<file path="config.mk">
export PLATFORM = sky130hd
export DESIGN_NAME = mdio_regif_master
export DESIGN_NICKNAME = d
export VERILOG_FILES = /design/src/rtl/mdio_pkg.sv /design/src/rtl/mdio_mdc_gen.sv /design/src/rtl/mdio_frame_engine.sv /design/src/rtl/mdio_csr.sv /design/src/rtl/mdio_regif_master.sv
export SDC_FILE = /design/constraint.sdc
export NUM_CORES = 1
export LEC_CHECK = 0
export ABC_AREA = 1
export CORE_MARGIN = 3
export CORE_UTILIZATION = 58
export CTS_BUF_LIST = sky130_fd_sc_hd__clkbuf_8
export DETAILED_ROUTE_END_ITERATION = 12
export PLACE_DENSITY = 0.91
export SETUP_SLACK_MARGIN = 0.2
export SLEW_MARGIN = 20
export SYNTH_ARGS = -nofsm -noshare
export SYNTH_HDL_FRONTEND = slang
export SYNTH_SLANG_ARGS = --single-unit
</file>
<file path="constraint.sdc">
create_clock -name clk -period 2.15 [get_ports clk]
set_input_delay 0.43 -clock clk [delete_from_list [all_inputs] [get_ports clk]]
set_output_delay 0.43 -clock clk [all_outputs]
set_load 0.005 [all_outputs]
</file>
<file path="src/rtl/mdio_pkg.sv">
package mdio_pkg;

    localparam int FRAME_BITS = 64;
    localparam int TA_FIRST   = 46;
    localparam int TA_LAST    = 47;
    localparam int DATA_FIRST = 48;
    localparam int START_BIT  = 14;
    localparam int REG_AW     = 5;
    localparam int CNT_W      = $clog2(FRAME_BITS + 1);

    typedef struct packed {
        logic [1:0] clause;
        logic [1:0] op;
        logic [4:0] port;
        logic [4:0] dev;
    } mdio_cmd_t;

    typedef enum logic [2:0] {
        SEL_CMD = 3'd0,
        SEL_ADR = 3'd1,
        SEL_WDT = 3'd2,
        SEL_RDT = 3'd3,
        SEL_STS = 3'd4
    } reg_sel_e;

    function automatic logic is_c22(input logic [1:0] clause);
        return clause == 2'd1;
    endfunction

    function automatic logic op_is_read(input logic [1:0] op);
        return op[1];
    endfunction

    function automatic logic [FRAME_BITS-1:0] build_frame(
        input mdio_cmd_t  c,
        input logic [15:0] addr_word,
        input logic [15:0] wr_word
    );
        logic [1:0]  st;
        logic [1:0]  ta;
        logic [15:0] pl;
        st = is_c22(c.clause) ? 2'b01 : 2'b00;
        ta = op_is_read(c.op) ? 2'b11 : 2'b10;
        if (op_is_read(c.op))
            pl = 16'h0000;
        else if (!is_c22(c.clause) && c.op == 2'd0)
            pl = addr_word;
        else
            pl = wr_word;
        return {32'hFFFF_FFFF, st, c.op, c.port, c.dev, ta, pl};
    endfunction

endpackage

</file>
<file path="src/rtl/mdio_mdc_gen.sv">
module mdio_mdc_gen #(
    parameter int DIV_HALF = 4
) (
    input  logic clk,
    input  logic rst,
    input  logic run,
    output logic mdc,
    output logic rise_tick,
    output logic fall_tick
);
    localparam int CW = (DIV_HALF > 1) ? $clog2(DIV_HALF) : 1;
    localparam logic [CW-1:0] LAST = CW'(DIV_HALF - 1);

    logic [CW-1:0] cnt;
    logic          tick;

    assign tick      = run && (cnt == LAST);
    assign rise_tick = tick && !mdc;
    assign fall_tick = tick && mdc;

    always_ff @(posedge clk) begin
        if (rst || !run) begin
            cnt <= '0;
            mdc <= 1'b0;
        end else if (tick) begin
            cnt <= '0;
            mdc <= ~mdc;
        end else begin
            cnt <= cnt + 1'b1;
        end
    end

endmodule

</file>
<file path="src/rtl/mdio_frame_engine.sv">
module mdio_frame_engine
    import mdio_pkg::*;
(
    input  logic        clk,
    input  logic        rst,
    input  logic        start,
    input  mdio_cmd_t   cmd,
    input  logic [15:0] addr_word,
    input  logic [15:0] wr_word,
    input  logic        rise_tick,
    input  logic        fall_tick,
    input  logic        mdio_i,
    output logic        busy,
    output logic        mdio_o,
    output logic        mdio_oe,
    output logic        done,
    output logic        rd_frame,
    output logic [15:0] rd_word,
    output logic        ta_fail
);
    logic [FRAME_BITS-1:0] shreg;
    logic [FRAME_BITS-1:0] frame_w;
    logic [CNT_W-1:0]      bitcnt;
    logic                  is_rd;

    assign frame_w  = build_frame(cmd, addr_word, wr_word);
    assign done     = busy && fall_tick && (bitcnt == CNT_W'(FRAME_BITS));
    assign rd_frame = is_rd;

    always_ff @(posedge clk) begin
        if (rst) begin
            busy    <= 1'b0;
            is_rd   <= 1'b0;
            shreg   <= '0;
            bitcnt  <= '0;
            mdio_o  <= 1'b0;
            mdio_oe <= 1'b0;
            rd_word <= '0;
            ta_fail <= 1'b0;
        end else if (!busy) begin
            if (start) begin
                busy    <= 1'b1;
                is_rd   <= op_is_read(cmd.op);
                shreg   <= frame_w;
                mdio_o  <= frame_w[FRAME_BITS-1];
                mdio_oe <= 1'b1;
                bitcnt  <= '0;
                rd_word <= '0;
                ta_fail <= 1'b0;
            end
        end else begin
            if (rise_tick) begin
                bitcnt <= bitcnt + 1'b1;
                if (is_rd && bitcnt == CNT_W'(TA_LAST))
                    ta_fail <= mdio_i;
                if (is_rd && bitcnt >= CNT_W'(DATA_FIRST))
                    rd_word <= {rd_word[14:0], mdio_i};
            end
            if (fall_tick) begin
                if (bitcnt == CNT_W'(FRAME_BITS)) begin
                    busy    <= 1'b0;
                    mdio_oe <= 1'b0;
                end else begin
                    shreg  <= {shreg[FRAME_BITS-2:0], 1'b0};
                    mdio_o <= shreg[FRAME_BITS-2];
                    if (is_rd && bitcnt == CNT_W'(TA_FIRST))
                        mdio_oe <= 1'b0;
                end
            end
        end
    end

    assert_bit_bound_R5: assert property (@(posedge clk) disable iff (rst)
        busy |-> bitcnt <= CNT_W'(FRAME_BITS));

    assert_read_released_R4: assert property (@(posedge clk) disable iff (rst)
        (busy && is_rd && bitcnt > CNT_W'(TA_LAST)) |-> !mdio_oe);

endmodule

</file>
<file path="src/rtl/mdio_csr.sv">
module mdio_csr
    import mdio_pkg::*;
(
    input  logic              clk,
    input  logic              rst,
    input  logic              we,
    input  logic [REG_AW-1:0] addr,
    input  logic [31:0]       wdata,
    output logic [31:0]       rdata,
    input  logic              busy,
    input  logic              done,
    input  logic              rd_frame,
    input  logic [15:0]       rd_word,
    input  logic              ta_fail,
    output logic              start,
    output mdio_cmd_t         launch_cmd,
    output logic [15:0]       addr_word,
    output logic [15:0]       wr_word
);
    reg_sel_e    sel;
    mdio_cmd_t   cmd_q;
    logic [15:0] addr_q;
    logic [15:0] wr_q;
    logic [15:0] rd_q;
    logic        fail_q;

    assign sel        = reg_sel_e'(addr[4:2]);
    assign start      = we && (sel == SEL_CMD) && wdata[START_BIT] && !busy;
    assign launch_cmd = mdio_cmd_t'(wdata[13:0]);
    assign addr_word  = addr_q;
    assign wr_word    = wr_q;

    always_ff @(posedge clk) begin
        if (rst) begin
            cmd_q  <= '0;
            addr_q <= '0;
            wr_q   <= '0;
            rd_q   <= '0;
            fail_q <= 1'b0;
        end else begin
            if (we) begin
                case (sel)
                    SEL_CMD: if (!busy) cmd_q <= mdio_cmd_t'(wdata[13:0]);
                    SEL_ADR: addr_q <= wdata[15:0];
                    SEL_WDT: wr_q   <= wdata[15:0];
                    default: ;
                endcase
            end
            if (done && rd_frame) begin
                rd_q   <= rd_word;
                fail_q <= ta_fail;
            end
        end
    end

    always_comb begin
        case (sel)
            SEL_CMD: rdata = {17'd0, busy, cmd_q};
            SEL_ADR: rdata = {16'd0, addr_q};
            SEL_WDT: rdata = {16'd0, wr_q};
            SEL_RDT: rdata = {16'd0, rd_q};
            SEL_STS: rdata = {31'd0, fail_q};
            default: rdata = 32'd0;
        endcase
    end

    assert_cmd_frozen_R6: assert property (@(posedge clk) disable iff (rst)
        busy |=> $stable(cmd_q));

    assert_status_at_end_R7: assert property (@(posedge clk) disable iff (rst)
        !$stable(fail_q) |-> $past(done && rd_frame));

endmodule

</file>
<file path="src/rtl/mdio_regif_master.sv">
module mdio_regif_master
    import mdio_pkg::*;
#(
    parameter int DIV_HALF = 4
) (
    input  logic        clk,
    input  logic        rst,
    input  logic        reg_we,
    input  logic [4:0]  reg_addr,
    input  logic [31:0] reg_wdata,
    output logic [31:0] reg_rdata,
    output logic        mdc,
    output logic        mdio_o,
    output logic        mdio_oe,
    input  logic        mdio_i
);
    logic        busy;
    logic        start;
    logic        done;
    logic        rd_frame;
    logic        ta_fail;
    logic        rise_tick;
    logic        fall_tick;
    logic [15:0] rd_word;
    logic [15:0] addr_word;
    logic [15:0] wr_word;
    mdio_cmd_t   launch_cmd;

    mdio_csr u_csr (
        .clk        (clk),
        .rst        (rst),
        .we         (reg_we),
        .addr       (reg_addr),
        .wdata      (reg_wdata),
        .rdata      (reg_rdata),
        .busy       (busy),
        .done       (done),
        .rd_frame   (rd_frame),
        .rd_word    (rd_word),
        .ta_fail    (ta_fail),
        .start      (start),
        .launch_cmd (launch_cmd),
        .addr_word  (addr_word),
        .wr_word    (wr_word)
    );

    mdio_mdc_gen #(.DIV_HALF(DIV_HALF)) u_mdc (
        .clk       (clk),
        .rst       (rst),
        .run       (busy),
        .mdc       (mdc),
        .rise_tick (rise_tick),
        .fall_tick (fall_tick)
    );

    mdio_frame_engine u_eng (
        .clk       (clk),
        .rst       (rst),
        .start     (start),
        .cmd       (launch_cmd),
        .addr_word (addr_word),
        .wr_word   (wr_word),
        .rise_tick (rise_tick),
        .fall_tick (fall_tick),
        .mdio_i    (mdio_i),
        .busy      (busy),
        .mdio_o    (mdio_o),
        .mdio_oe   (mdio_oe),
        .done      (done),
        .rd_frame  (rd_frame),
        .rd_word   (rd_word),
        .ta_fail   (ta_fail)
    );

    assert_mdc_idle_low_R8: assert property (@(posedge clk) disable iff (rst)
        !busy |-> !mdc);

    assert_data_on_fall_R8: assert property (@(posedge clk) disable iff (rst)
        !$stable(mdio_o) |-> ($fell(mdc) || $rose(busy)));

    assert_released_when_idle_R8: assert property (@(posedge clk) disable iff (rst)
        $fell(busy) |-> !mdio_oe);

endmodule

</file>
Word level (Yosys, flattened, before mapping) --
Index checks and enable logic that the tools add are counted. W data, S select, Z words.
Storage, ports and cells: bits of input ports 41, output and inout port bits 35, register bits 157
Operators by class: bitwise logic cells 2, mux-type cells 32, equality and inequality tests 15, reductions and logical operators 30, $lt $le $gt $ge 1, add/subtract/negate cells 2
Operators with widths (count):
- $mux W63 | 4
- $mux W16 | 6
- $pmux W16 S5 | 1
- $mux W7 | 3
- $mux W1 | 18
- $reduce_and A3 Y1 | 5
- $eq A7 B6 Y1 const B | 2
- $logic_and A1 B1 Y1 | 13
- $ne A2 B2 Y1 const B | 4
- $reduce_and A2 Y1 | 4
- $add A7 B1 Y7 const B | 1
- $eq A7 B7 Y1 const B | 1
- $ge A7 B6 Y1 const B | 1
- $eq A3 B2 Y1 const B | 2
- $eq A3 B1 Y1 const B | 1
- $eq A3 B3 Y1 const B | 1
- $logic_not A1 Y1 | 3
- $logic_not A3 Y1 | 1
- $ne A3 B3 Y1 const B | 1
- $add A2 B1 Y2 const B | 1
- $eq A2 B1 Y1 const B | 1
- $eq A2 B2 Y1 const B | 1
- $logic_not A2 Y1 | 1
- $ne A2 B1 Y1 const B | 1
- 4 further kinds | 5

Longest topological paths before layout --
Gate-level depths: netlist (run 1).
depth in word-level cells 7, mapped depth 12, depth with buffers taken out 10

Hierarchy --
Synthesis (run 1) repeated with hierarchy kept, for this count alone.
Unflattened totals: cell total of the unflattened synthesis 1130, area total of the unflattened synthesis 7893.8 µm²
Modules (own cells, without submodules):
- mdio_frame_engine | area an instance 4434.3 µm², times used 1, cells each 622, sequential area each 1821.7 µm²
- mdio_csr | area an instance 3331.9 µm², times used 1, cells each 490, sequential area each 1261.2 µm²
- mdio_mdc_gen | area an instance 127.6 µm², times used 1, cells each 18, sequential area each 60.1 µm²

Worst setup path after synthesis (run 1) --
Ideal clock, no wire load.
kind in2out, start in reg_addr[3], end out reg_rdata[10], arrival time 1.189 ns, required time 1.720 ns, slack 0.531 ns, stages 4, path buffers 1, path through nor3_4 > clkbuf_1 > nand2_1 > o2111ai_1
Between the ends: cells in the longest elaborated chain, start to end 2, elaborated cells between the ends (all ways) 6
Ends and longest elaborated chain:
- start: declaration | line mdio_regif_master.sv:9 | input logic [4:0] reg_addr,
- $eq A3 B3 Y1 (tied with other cells) | line mdio_csr.sv:57 | case (sel)
- $pmux W16 S5 (*) | line mdio_csr.sv:57
- end: declaration | line mdio_regif_master.sv:11 | output logic [31:0] reg_rdata,
Mark *: on every way between the ends. The rest lies on a longest branch, timed or not.

Worst setup path in the final report (run 1) --
start in reg_addr[2], end out reg_rdata[2]
Same word-level chain as after synthesis.

==> results of run 1 <==
## per-layer routing
layer	GRT usage (%)	vias up	wire length [um]
met2	43.5	348	8630
met3	5.84	80	1390
met5	0	-	0
met1	34.2	3116	7540
li1	-	3294	-
met4	16.4	0	832
## flip-flops by register name (all words and copies together) (netlist names), 2 cells and up
signal and flops:
u_csr.wr_word 16, u_eng.shreg 63, u_mdc.cnt 2, u_csr.cmd_q 14, u_csr.rd_q 16, u_csr.addr_word 16, u_eng.bitcnt 7, u_eng.rd_word 16
## power breakdown
part           total, uW  leakage [uW]  internal [uW]  switching [uW]
Clock               2510      0.000224           1380            1120
Combinational        467       0.00212            186             282
Sequential          3000       0.00127           2970            37.9
## cells in the mapped netlist, drive strengths merged
cell type  count  area [sq um]
nand2        242           916
nor2         221           845
dfxtp        157          3140
o21ai        106           531
a21oi         73           365
inv           44           165
buf           43           289
nand3         43           225
clkbuf        33           125
o2111ai       14           123
nand3b         8          60.1
ha             4          50.1
nor3           3          37.5
nand4          2          27.5
nor3b          2          15.0
o211ai         2          15.0
conb           1          3.75
o22ai          1          6.26
## stage by stage
stage / std cells / hold slack (ps) / setup WS (ps) / total power, uW
final: 1208 / 435 / 217 / 5980
after global placement: 1170 / 413 / -490 / 3490
after detailed placement: 1170 / 425 / -533 / 3500
after global routing: 1208 / 467 / 181 / 6160
after floorplan: 1014 / 404 / 531 / 3330
after CTS: 1208 / 437 / 220 / 5950
## kinds of logic after synthesis
kind of cell / after synthesis / synth area share (%)
AND/OR/NAND/NOR: 521 / 30.6
AO/OA/AOI/OAI: 196 / 15.0
flip-flops: 157 / 45.3
buffers and inverters: 120 / 8.35
adder cells (fa/ha/maj): 4 / 0.721
other: 1 / 0.0540
## worst paths after layout
path | end | slack [ps] | depth (start not counted)
setup / recovery | reg_rdata[2] | 220 | 8
hold / removal | u_mdc.cnt[0] | 430 | 1
hold reg to reg | u_mdc.cnt[0] | 430 | 1
setup reg to reg | u_eng.shreg[31] | 420 | 11
## repair_timing
action,CTS,global route
gates cloned,1,0
gates resized for setup,64,13
setup buffers,6,0
pin swaps,2,0
endpoints found under the setup margin,16,9
## final cells by class
type	count	share of cell area, %
Clock buffer	17	2.84
Clock inverter	14	2.64
Inverter	44	2.01
Multi-Input combinational cell	737	40.5
Sequential cell	157	38.2
Tap cell	143	2.17
Timing Repair Buffer	96	11.6
## layout by cell type, fill, tap and decap left out, types with 6 or more instances in the layout
cell and count:
buf_2 10, a21oi_1 73, inv_1 37, clkdlybuf4s50_1 22
buf_4 38, conb_1 16, clkbuf_8 17, dlygate4sd2_1 6
nand2_1 237, dfxtp_1 156, o21ai_0 83, o2111ai_1 8
o21ai_1 23, inv_2 8, nand3b_1 8, nand3_1 41
buf_12 13, nor2_1 217
==> summary.log, run 1 <==
INFO  outcome        run_status=finished, final reports clean
INFO  yosys          yosysWarningCount=0
INFO  sta            clock_skew=10.2ps
INFO  worst_setup_path crit_path_frequent_cell=buf_6
INFO  cells_and_area finish.utilization=71.2%
INFO  clock_network  cts_hold_repair.buffers=0
INFO  routing        drtPass1Iterations=6
INFO  global_route   largest_net_degree_at_the_start_of_global_routing=73
INFO  floorplan      placementRows=39
INFO  worst_hold_path path_class_of_the_lowest_slack_min_delay_path=register to register
INFO  worst_setup_path timing.critical_path.slowest_stage_cell=dlygate4sd2_1
INFO  clock_network  cts-root-buf=clkbuf_8
INFO  worst_setup_path setup.worst_path.end_class=output pin
INFO  worst_setup_path setup.worst_path.start=reg_addr[2]
INFO  clock_network  tritoncts=done
INFO  cells_and_area n_fill_cell=796
INFO  sta            report.final.hold_viol_count=0
INFO  sta            tns=0ps
INFO  worst_setup_path critical_path.max_stage_delay=280ps
INFO  yosys          yosys.cell_types.count=30
INFO  routing        vias_per_cell=5.66
INFO  worst_setup_path startpoint_type=input pin
INFO  global_route   first_global_vias=6144
INFO  worst_setup_path arrival=1500ps
INFO  clock_network  cts_made_buffers=17
INFO  global_route   groute.usage.overall=27.4%
INFO  yosys          synthesis.area_per_instance=6.95squm
INFO  floorplan      start_util=60.0%
INFO  pwr            vdd_ir_drop_max=538uV
INFO  sta            post-route-min-period=1930ps
INFO  sta            finalSetupViolCount=0
INFO  cells_and_area finish.instance_area=8230squm
INFO  clock_network  clkSinkCount=157
INFO  sta            maxSlewViolCount=0
INFO  yosys          synthesis.area=6940squm
INFO  global_route   grt.overflow.total=0
INFO  floorplan      ios=76
INFO  worst_setup_path chain_of_cells_forming_the_critical_path=buf_2 -> buf_6 -> nor3_4 -> buf_6 -> buf_12 -> nand2_1 -> o2111ai_1 -> dlygate4sd2_1
INFO  clock_network  cts_max_level=4
INFO  placement      finalWeightedCongestion=0.901
INFO  routing        routedWlPerCell=15.2um
INFO  cells_and_area multi_input_comb_area=3330squm
INFO  floorplan      fp.coreArea=11600squm
INFO  yosys          synth_sequential_area_ratio=45.3%
INFO  cells_and_area seq_area=3140squm
INFO  routing        wl=18400um
INFO  routing        route.vias.total=6838
INFO  worst_setup_path critPathKind=input pin to output pin
INFO  global_route   antenna_found_initial=0
INFO  sta            portion_of_the_clock_cycle_consumed_by_the_worst_path_in_the_final_layout=89.9%
INFO  worst_setup_path timing.critical_path.max_delay_family=buffers and inverters
INFO  routing        ant_nets=0
INFO  clock_network  latest_clock_arrival_within_the_worst_skew_pair=470ps
INFO  clock_network  ctsLongestPathBuffers=2
INFO  worst_hold_path min_from=u_mdc.cnt[0]
INFO  placement      place.port_buffers=41
INFO  routing        drt_first_iter_violations=796
INFO  yosys          netlist_instances=999
INFO  worst_setup_path critical_path_required=1720ps
INFO  clock_network  clk_pin_slew=80ps
INFO  routing        drc=0
INFO  floorplan      die_x=115um
INFO  placement      place.detailed.hpwl=11400um
INFO  flow_run       number_of_max_cap_violations=0
INFO  placement      placed_cell_area=7700squm
INFO  worst_setup_path crit_reg_reg_startpoint=u_eng.bitcnt[0]
INFO  sta            unrepaired_setup_endpoints_after_global_routing=true
INFO  floorplan      design.die.area=13300squm
INFO  cells_and_area finalNetCount=1098
INFO  sta            timing.fmax=517MHz
INFO  cells_and_area syn_to_final_growth=18.6%
INFO  yosys          postSynthRegisterBits=157
INFO  worst_setup_path critical_path_buf_inv_count=5
INFO  worst_setup_path cp_max_fo=5
INFO  cells_and_area antennaDiodeCount=0
INFO  global_route   grt_first_pass_wirelength=29300um
INFO  cells_and_area final_layout_size_suffix_gt1_share=11.8%
INFO  pwr            cellPowerDensity=726nW/um^2
INFO  floorplan      fp.dieH=115um
INFO  pwr            p_leak=0.00362uW
(Power assumes the default switching activity.)
==> run 2: changes to the inputs <==
Settings changed: SETUP_SLACK_MARGIN 0.2 to 0.02.
==> summary.log, run 2 (same netlist as run 1, synthesis figures left out) <==
INFO  worst_hold_path depth_of_the_worst_hold_timing_path=1 [unchanged]
INFO  cells_and_area final_layout_size_suffix_gt1_share=11.0% [was 11.8%]
INFO  routing        wl=18000um [was 18400 um]
INFO  cells_and_area registers.top_by_ff_count=u_eng.shreg [unchanged]
INFO  cells_and_area final_common_cell=nand2_1 [unchanged]
INFO  worst_setup_path startpoint_type=input pin [unchanged]
INFO  pwr            p_leak=0.00357uW [was 0.00362 uW]
INFO  sta            portion_of_the_clock_cycle_consumed_by_the_worst_path_in_the_final_layout=94.2% [was 89.9%]
INFO  cells_and_area stdcell_count=1207 [was 1208]
INFO  sta            worst_slew_margin_rel=64.9%
INFO  routing        drt_first_iter_violations=625 [was 796]
INFO  worst_hold_path min_from=u_mdc.cnt[0] [unchanged]
INFO  routing        ant_nets=0 [unchanged]
INFO  outcome        run_status=finished, final reports clean [unchanged]
INFO  placement      finalWeightedCongestion=0.901 [unchanged]
INFO  worst_setup_path reg2reg_slack=370ps [was 420 ps]
INFO  sta            max_slew.worst_pin.slew=526ps
INFO  sta            post-route-worst-setup-slack=124ps [was 217 ps]
INFO  clock_network  clk_pin_slew=80ps [about the same]
INFO  floorplan      placementRows=39 [unchanged]
INFO  floorplan      fp.dieH=115um [unchanged]
INFO  worst_setup_path critical_path_required=1720ps [about the same]
INFO  clock_network  cts-root-buf=clkbuf_8 [unchanged]
INFO  sta            tns=0ps [unchanged]
INFO  clock_network  cts_max_level=4 [unchanged]
INFO  worst_setup_path reg2regPathDepth=8 [was 11]
INFO  clock_network  ctsLongestPathBuffers=2 [unchanged]
INFO  floorplan      design.die.area=13300squm [unchanged]
INFO  worst_setup_path critPathKind=input pin to output pin [unchanged]
INFO  routing        vias_per_cell=5.66 [about the same]
INFO  worst_setup_path critical_path.max_stage_delay=260ps [was 280 ps]
INFO  worst_setup_path crit_reg_reg_startpoint=u_mdc.cnt[0] [was u_eng.bitcnt[0]]
INFO  clock_network  latest_clock_arrival_within_the_worst_skew_pair=480ps [was 470 ps]
INFO  cells_and_area layout.cells.most_common_list=239 x nand2_1, 217 x nor2_1, 156 x dfxtp_1 [was 237 x nand2_1, 217 x nor2_1, 156 x dfxtp_1]
INFO  sta            clock_skew=11.1ps [was 10.2 ps]
INFO  cells_and_area syn_to_final_growth=17.6% [was 18.6%]
INFO  sta            maxSlewViolCount=0 [unchanged]
INFO  worst_setup_path worst_r2r_endpoint=u_csr.rd_q[15] [was u_eng.shreg[31]]
INFO  clock_network  tritoncts=done [unchanged]
INFO  floorplan      start_util=60.0% [unchanged]
INFO  pwr            cellPowerDensity=731nW/um^2 [was 726 nW/um^2]
INFO  worst_setup_path chain_of_cells_forming_the_critical_path=buf_2 -> nor3_4 -> buf_6 -> buf_16 -> buf_4 -> nand2_1 -> o2111ai_1 -> clkdlybuf4s15_1 [was buf_2 -> buf_6 -> nor3_4 -> buf_6 -> buf_12 -> nand2_1 -> o2111ai_1 -> dlygate4sd2_1]
INFO  routing        routedWlPerCell=14.9um [was 15.2 um]
INFO  worst_setup_path timing.critical_path.slowest_stage_cell=clkdlybuf4s15_1 [was dlygate4sd2_1]
INFO  sta            post-route-min-period=2030ps [was 1930 ps]
INFO  placement      place.detailed.hpwl=11400um [unchanged]
INFO  placement      placed_cells_incl_taps=1170 [unchanged]
INFO  floorplan      die_x=115um [unchanged]
INFO  sta            report.final.hold_viol_count=0 [unchanged]
INFO  global_route   first_global_vias=6138 [was 6144]
INFO  cells_and_area largest_register_ffs=63 [unchanged]
INFO  placement      pre_cts_slack=-533ps [unchanged]
INFO  floorplan      fp.coreArea=11600squm [unchanged]
INFO  floorplan      ios=76 [unchanged]
INFO  worst_setup_path arrival=1600ps [was 1500 ps]
INFO  flow_run       number_of_max_cap_violations=0 [unchanged]
INFO  clock_network  clkSinkCount=157 [unchanged]
INFO  cells_and_area finish.utilization=70.6% [was 71.2%]
INFO  worst_hold_path min_delay_worst_endpoint=u_mdc.cnt[0] [unchanged]
INFO  routing        route.vias.total=6834 [was 6838]
INFO  cells_and_area antennaDiodeCount=0 [unchanged]
INFO  routing        drtPass1Iterations=5 [was 6]
INFO  cells_and_area finalNetCount=1097 [was 1098]
INFO  worst_setup_path cp_max_fo=5 [unchanged]
INFO  sta            finalSetupViolCount=0 [unchanged]
INFO  sta            unrepaired_setup_endpoints_after_global_routing=false [was true]
INFO  routing        drc=0 [unchanged]
INFO  global_route   groute.usage.overall=27.6% [was 27.4%]
INFO  pwr            vdd_ir_drop_max=538uV [about the same]
INFO  placement      place.port_buffers=41 [unchanged]
INFO  clock_network  cts_made_buffers=17 [unchanged]
INFO  worst_setup_path setup.worst_path.end_class=output pin [unchanged]
INFO  pwr            design_power_total=5970uW [was 5980 uW]
INFO  global_route   largest_net_degree_at_the_start_of_global_routing=73 [unchanged]
INFO  cells_and_area n_fill_cell=813 [was 796]
INFO  global_route   grt.overflow.total=0 [unchanged]
INFO  global_route   antenna_found_initial=0 [unchanged]
INFO  worst_hold_path path_class_of_the_lowest_slack_min_delay_path=register to register [unchanged]
INFO  sta            timing.fmax=494MHz [was 517 MHz]
INFO  global_route   grt_first_pass_wirelength=29400um [was 29300 um]
-- run 2: cell types whose count changed in the layout (fill, tap and decap cells not counted), sizes merged --
cell,before,now
buf,66,62
dlygate4sd2,6,7
clkbuf,18,20
-- run 2: routing by layer --
layer | GRT usage (%) | up-vias | routed length (um)
li1 | - | 3293 | -
met1 | 34.5 | 3109 | 7280
met2 | 43.0 | 345 | 8200
met3 | 6.63 | 87 | 1440
met4 | 16.7 | 0 | 1040
met5 | 0 | - | 0
-- run 2: how the worst max path moves through the flow --
stage / end / slack (ps) / startpoint / cells after the start
finish: reg_rdata[14] / 120 / reg_addr[3] / 8
global route: reg_rdata[14] / 110 / reg_addr[3] / 8
CTS: reg_rdata[11] / 20 / reg_addr[2] / 10
detailed placement: reg_rdata[8] / -530 / reg_addr[3] / 5
global placement: reg_rdata[7] / -490 / reg_addr[3] / 5
floorplan: reg_rdata[10] / 530 / reg_addr[3] / 4
-- run 2: layout make-up --
type | count | area, sq um | area share, %
multi-input cells | 737 | 3280 | 40.2
flip-flops and latches | 157 | 3140 | 38.5
repair buffers | 95 | 942 | 11.5
clock buffers | 17 | 234 | 2.87
clock inverters | 14 | 218 | 2.67
well taps | 143 | 179 | 2.19
inverters | 44 | 165 | 2.02
-- run 2: power breakdown --
part	total [uW]	internal [uW]	switching [uW]
clock	2510	1380	1120
sequential	3000	2970	37.8
combinational	457	182	275
total	5970	4530	1440
-- run 2: what timing repair did --
| action | CTS | global route |
|---|---|---|
| buffers inserted | 5 | 0 |
| pin swaps | 1 | 0 |
| gates resized for setup | 48 | 9 |
| setup endpoints to repair | 16 | 9 |
| hold buffers | 0 | 0 |
| gates cloned | 1 | 0 |
-- run 2: through the flow --
step | hold WS, ps | area (sq um)
2_1_floorplan | 404 | 7000
3_3_place_gp | 413 | 7700
3_5_place_dp | 425 | 7700
4_1_cts | 437 | 8190
5_1_grt | 467 | 8160
6_report | 434 | 8160
-- run 2: critical path, delay by kind of cell --
| kind | cells | cell delay [ps] |
|---|---|---|
| AO/OA/AOI/OAI | 1 | 160 |
| AND/OR/NAND/NOR | 2 | 240 |
| buffers and inverters | 5 | 770 |
==> run 3: changes to the inputs <==
Settings changed: ABC_AREA 1 to not set.
==> summary.log, run 3 <==
INFO  clock_network  tritoncts=done [unchanged]
INFO  floorplan      fp.coreArea=11600squm [unchanged]
INFO  yosys          postSynthRegisterBits=157 [unchanged]
INFO  floorplan      start_util=60.1% [was 60.0%]
INFO  worst_setup_path setup.worst_path.start=reg_addr[3] [unchanged]
INFO  floorplan      ios=76 [unchanged]
INFO  sta            maxSlewViolCount=0 [unchanged]
INFO  worst_setup_path cp-endpoint=reg_rdata[12] [was reg_rdata[14]]
INFO  sta            report.final.hold_viol_count=0 [unchanged]
INFO  worst_hold_path path_class_of_the_lowest_slack_min_delay_path=register to register [unchanged]
INFO  worst_setup_path critPathKind=input pin to output pin [unchanged]
INFO  yosys          yosys-mux-area-fraction=11.4% [was 0%]
INFO  yosys          yosysWarningCount=0 [unchanged]
INFO  clock_network  clk_pin_slew=80ps [about the same]
INFO  worst_setup_path count_of_cell_instances_traversed_by_the_critical_path=6 [was 8]
INFO  yosys          ys_top_cells_by_area=dfxtp_1 45%, mux2i_1 6.3%, nand2_1 5.7% [was dfxtp_1 45%, nand2_1 13%, nor2_1 12%]
INFO  yosys          synth-edff-count=0 [unchanged]
INFO  worst_setup_path crit_reg_reg_startpoint=u_mdc.cnt[0] [unchanged]
INFO  yosys          synth.top_cell.area_share=45.2% [was 45.3%]
INFO  global_route   first_global_vias=5845 [was 6138]
INFO  clock_network  ctsLongestPathBuffers=2 [unchanged]
INFO  worst_setup_path crit_path_frequent_cell=buf_4
INFO  yosys          synth_sequential_area_ratio=45.2% [was 45.3%]
INFO  placement      place.port_buffers=41 [unchanged]
INFO  worst_setup_path cp_max_fo=5 [unchanged]
INFO  cells_and_area antennaDiodeCount=0 [unchanged]
INFO  worst_setup_path timing.critical_path.max_delay_family=buffers and inverters [unchanged]
INFO  yosys          synthArstFlopShare=0% [unchanged]
INFO  yosys          yosys.cell_types.count=52 [was 30]
INFO  sta            max_slew.worst_pin.slew=838ps [was 526 ps]
INFO  routing        routedWlPerCell=19.8um [was 14.9 um]
INFO  sta            post-route-min-period=2120ps [was 2030 ps]
INFO  sta            final.hold.worst_slack=436ps [was 434 ps]
INFO  sta            finalSetupViolCount=0 [unchanged]
INFO  routing        vias_per_cell=6.49 [was 5.66]
INFO  worst_setup_path critical_path.max_stage_delay=300ps [was 260 ps]
INFO  cells_and_area finish.instance_area=8170squm [was 8160 sq um]
INFO  cells_and_area finalNetCount=820 [was 1097]
INFO  routing        drt_first_iter_violations=686 [was 625]
INFO  yosys          synth_simple_gate_area_share=17.6% [was 30.6%]
INFO  worst_setup_path critical_path_buf_inv_count=4 [was 5]
INFO  worst_setup_path chain_of_cells_forming_the_critical_path=buf_4 -> bufbuf_16 -> buf_4 -> mux4_2 -> nor2b_1 -> clkdlybuf4s15_1 [was buf_2 -> nor3_4 -> buf_6 -> buf_16 -> buf_4 -> nand2_1 -> o2111ai_1 -> clkdlybuf4s15_1]
INFO  clock_network  latest_clock_arrival_within_the_worst_skew_pair=460ps [was 480 ps]
INFO  cells_and_area registers.top_by_ff_count=u_eng.shreg [unchanged]
INFO  sta            clock_skew=9.77ps [was 11.1 ps]
INFO  global_route   grt_first_pass_wirelength=29100um [was 29400 um]
INFO  sta            unrepaired_setup_endpoints_after_global_routing=true [was false]
INFO  floorplan      die_x=115um [about the same]
INFO  worst_setup_path timing.critical_path.slowest_stage_cell=mux4_2 [was clkdlybuf4s15_1]
INFO  clock_network  cts_made_buffers=17 [unchanged]
INFO  yosys          adder_cell_area_share_of_the_yosys_netlist=0.720% [was 0.721%]
INFO  yosys          synth_top_flop_cell=dfxtp_1 [unchanged]
INFO  placement      placed_cell_area=7640squm [was 7700 sq um]
INFO  cells_and_area largest_register_ffs=63 [unchanged]
INFO  cells_and_area layout.cells.most_common_list=133 x dfxtp_1, 106 x nand2_1, 45 x a21oi_1 [was 239 x nand2_1, 217 x nor2_1, 156 x dfxtp_1]
INFO  sta            portion_of_the_clock_cycle_consumed_by_the_worst_path_in_the_final_layout=98.7% [was 94.2%]
INFO  routing        drtPass1Iterations=5 [unchanged]
INFO  global_route   largest_net_degree_at_the_start_of_global_routing=76 [was 73]
INFO  floorplan      fp.dieH=115um [about the same]
INFO  clock_network  cts_max_level=4 [unchanged]
INFO  yosys          synth-xor-area-share=0.252% [was 0%]
INFO  yosys          synth_top_family_by_area=compound AO/OA/AOI/OAI gates [was simple AND/OR/NAND/NOR gates]
INFO  cells_and_area final_layout_size_suffix_gt1_share=21.0% [was 11.0%]
INFO  clock_network  clkSinkCount=157 [unchanged]
INFO  routing        ant_nets=0 [unchanged]
INFO  worst_setup_path critical_path_required=1720ps [about the same]
INFO  clock_network  cts-root-buf=clkbuf_8 [unchanged]
INFO  yosys          synth_compound_area_share=18.6% [was 15.0%]
INFO  yosys          yosysTopAreaCell=dfxtp_1 [unchanged]
INFO  worst_setup_path reg2regPathDepth=4 [was 8]
INFO  yosys          synth_commonest_cells=157 x dfxtp_1, 106 x nand2_1, 46 x a21oi_1 [was 239 x nand2_1, 217 x nor2_1, 157 x dfxtp_1]
INFO  routing        wl=18400um [was 18000 um]
INFO  pwr            cellPowerDensity=695nW/um^2 [was 731 nW/um^2]
INFO  outcome        run_status=finished, final reports clean [unchanged]
INFO  cells_and_area syn_to_final_growth=17.6% [about the same]
INFO  worst_setup_path arrival=1690ps [was 1600 ps]
INFO  pwr            vdd_ir_drop_max=479uV [was 538 uV]
INFO  clock_network  cts_hold_repair.buffers=0 [unchanged]
INFO  worst_setup_path startpoint_type=input pin [unchanged]
INFO  global_route   antenna_found_initial=0 [unchanged]
INFO  cells_and_area final_common_cell=dfxtp_1 [was nand2_1]
INFO  sta            timing.fmax=471MHz [was 494 MHz]
INFO  floorplan      placementRows=39 [unchanged]
INFO  yosys          netlist_instances=735 [was 999]
INFO  sta            worst_slew_margin_rel=44.1% [was 64.9%]
INFO  worst_setup_path reg2reg_slack=170ps [was 370 ps]
INFO  flow_run       number_of_max_cap_violations=0 [unchanged]
INFO  placement      place.detailed.hpwl=11100um [was 11400 um]
INFO  yosys          synthesis.area_per_instance=9.45squm [was 6.95 sq um]
INFO  worst_setup_path worst_r2r_endpoint=u_eng.rd_word[4] [was u_csr.rd_q[15]]
INFO  global_route   grt.overflow.total=0 [unchanged]
INFO  yosys          synthesis.area=6950squm [was 6940 sq um]
INFO  placement      finalWeightedCongestion=0.856 [was 0.901]
INFO  pwr            p_leak=0.00299uW [was 0.00357 uW]
INFO  worst_setup_path setup.worst_path.end_class=output pin [unchanged]
INFO  routing        route.vias.total=6037 [was 6834]
INFO  global_route   groute.usage.overall=27.9% [was 27.6%]
INFO  routing        drc=0 [unchanged]
INFO  yosys          post-synth-top-count-cell=dfxtp_1 [was nand2_1]
INFO  floorplan      design.die.area=13300squm [about the same]
## run 3: cell count changes after synthesis, moves of 16 or more
cell / before / now
mux2i_1: 0 / 44
o21a_1: 0 / 16
inv_1: 38 / 3
o21ai_0: 83 / 35
o31ai_1: 0 / 17
o221a_2: 0 / 30
o21ai_1: 23 / 0
nor2b_1: 0 / 19
nand2_1: 239 / 106
a21oi_1: 73 / 46
nor2_1: 217 / 20
## run 3: worst min path at each step
stage / from / end / slack [ps] / cells after the start
finish: u_mdc.cnt[0] / u_mdc.cnt[0] / 440 / 1
global route: u_mdc.cnt[0] / u_mdc.cnt[0] / 470 / 1
CTS: u_mdc.cnt[0] / u_mdc.cnt[0] / 440 / 1
detailed placement: u_mdc.cnt[0] / u_mdc.cnt[0] / 430 / 1
global placement: u_mdc.cnt[0] / u_mdc.cnt[0] / 420 / 1
floorplan: u_mdc.cnt[0] / u_mdc.cnt[0] / 410 / 1
## run 3: logic make-up (layout without fill, tap and decap cells)
family,after synthesis,in the layout
adder cells (fa/ha/maj),4,4
XOR/XNOR,2,2
multiplexers,60,60
AO/OA/AOI/OAI,183,183
AND/OR/NAND/NOR,241,241
buffers and inverters,87,124
other,1,16
flip-flops,157,157
## run 3: per-layer routing
layer  global-route usage (%)  up-vias  part of all wire, %
met4                     12.4        0                  3.0
met5                        0        -                    0
met2                     44.4      346                   47
met1                     35.5     2906                   40
met3                     7.83       68                   10
li1                         -     2717                    -
## run 3: layout make-up
class                           instances  area [sq um]
Clock buffer                           18           248
Clock inverter                         13           151
Fill cell                             761          3390
Inverter                                4          15.0
Multi-Input combinational cell        506          3450
Sequential cell                       157          3170
Tap cell                              143           179
Timing Repair Buffer                   89           958
## run 3: worst reg2reg max path, stage by stage, from the launching register on
cell and delay (ps):
dfxtp_1 320, ha_1 270, and3b_1 300, a31oi_4 730, mux2i_1 290
## run 3: metrics by stage
step | total power, uW | cells | util (%) | setup WS, ps | setup TNS, ps
3_5_place_dp | 3440 | 891 | 66.1 | -550 | -37970
3_3_place_gp | 3420 | 891 | 66.1 | -527 | -33680
4_1_cts | 5660 | 927 | 70.3 | 2.83 | 0
2_1_floorplan | 3290 | 750 | - | 347 | 0
5_1_grt | 5820 | 930 | 70.7 | 0.333 | 0
6_report | 5680 | 930 | 70.7 | 26.9 | 0
## run 3: what timing repair did
action / in CTS / in global routing
hold endpoints to repair: 0 / 0
gates cloned: 2 / 0
setup buffers: 3 / 3
resized for setup: 46 / 16
endpoints found under the setup margin: 17 / 9
## run 3: power breakdown
part	leakage (uW)	switching (uW)	internal [uW]
combinational	0.00151	241	193
clock	0.000199	1100	1160
sequential	0.00128	29.8	2950
total	0.00299	1380	4300
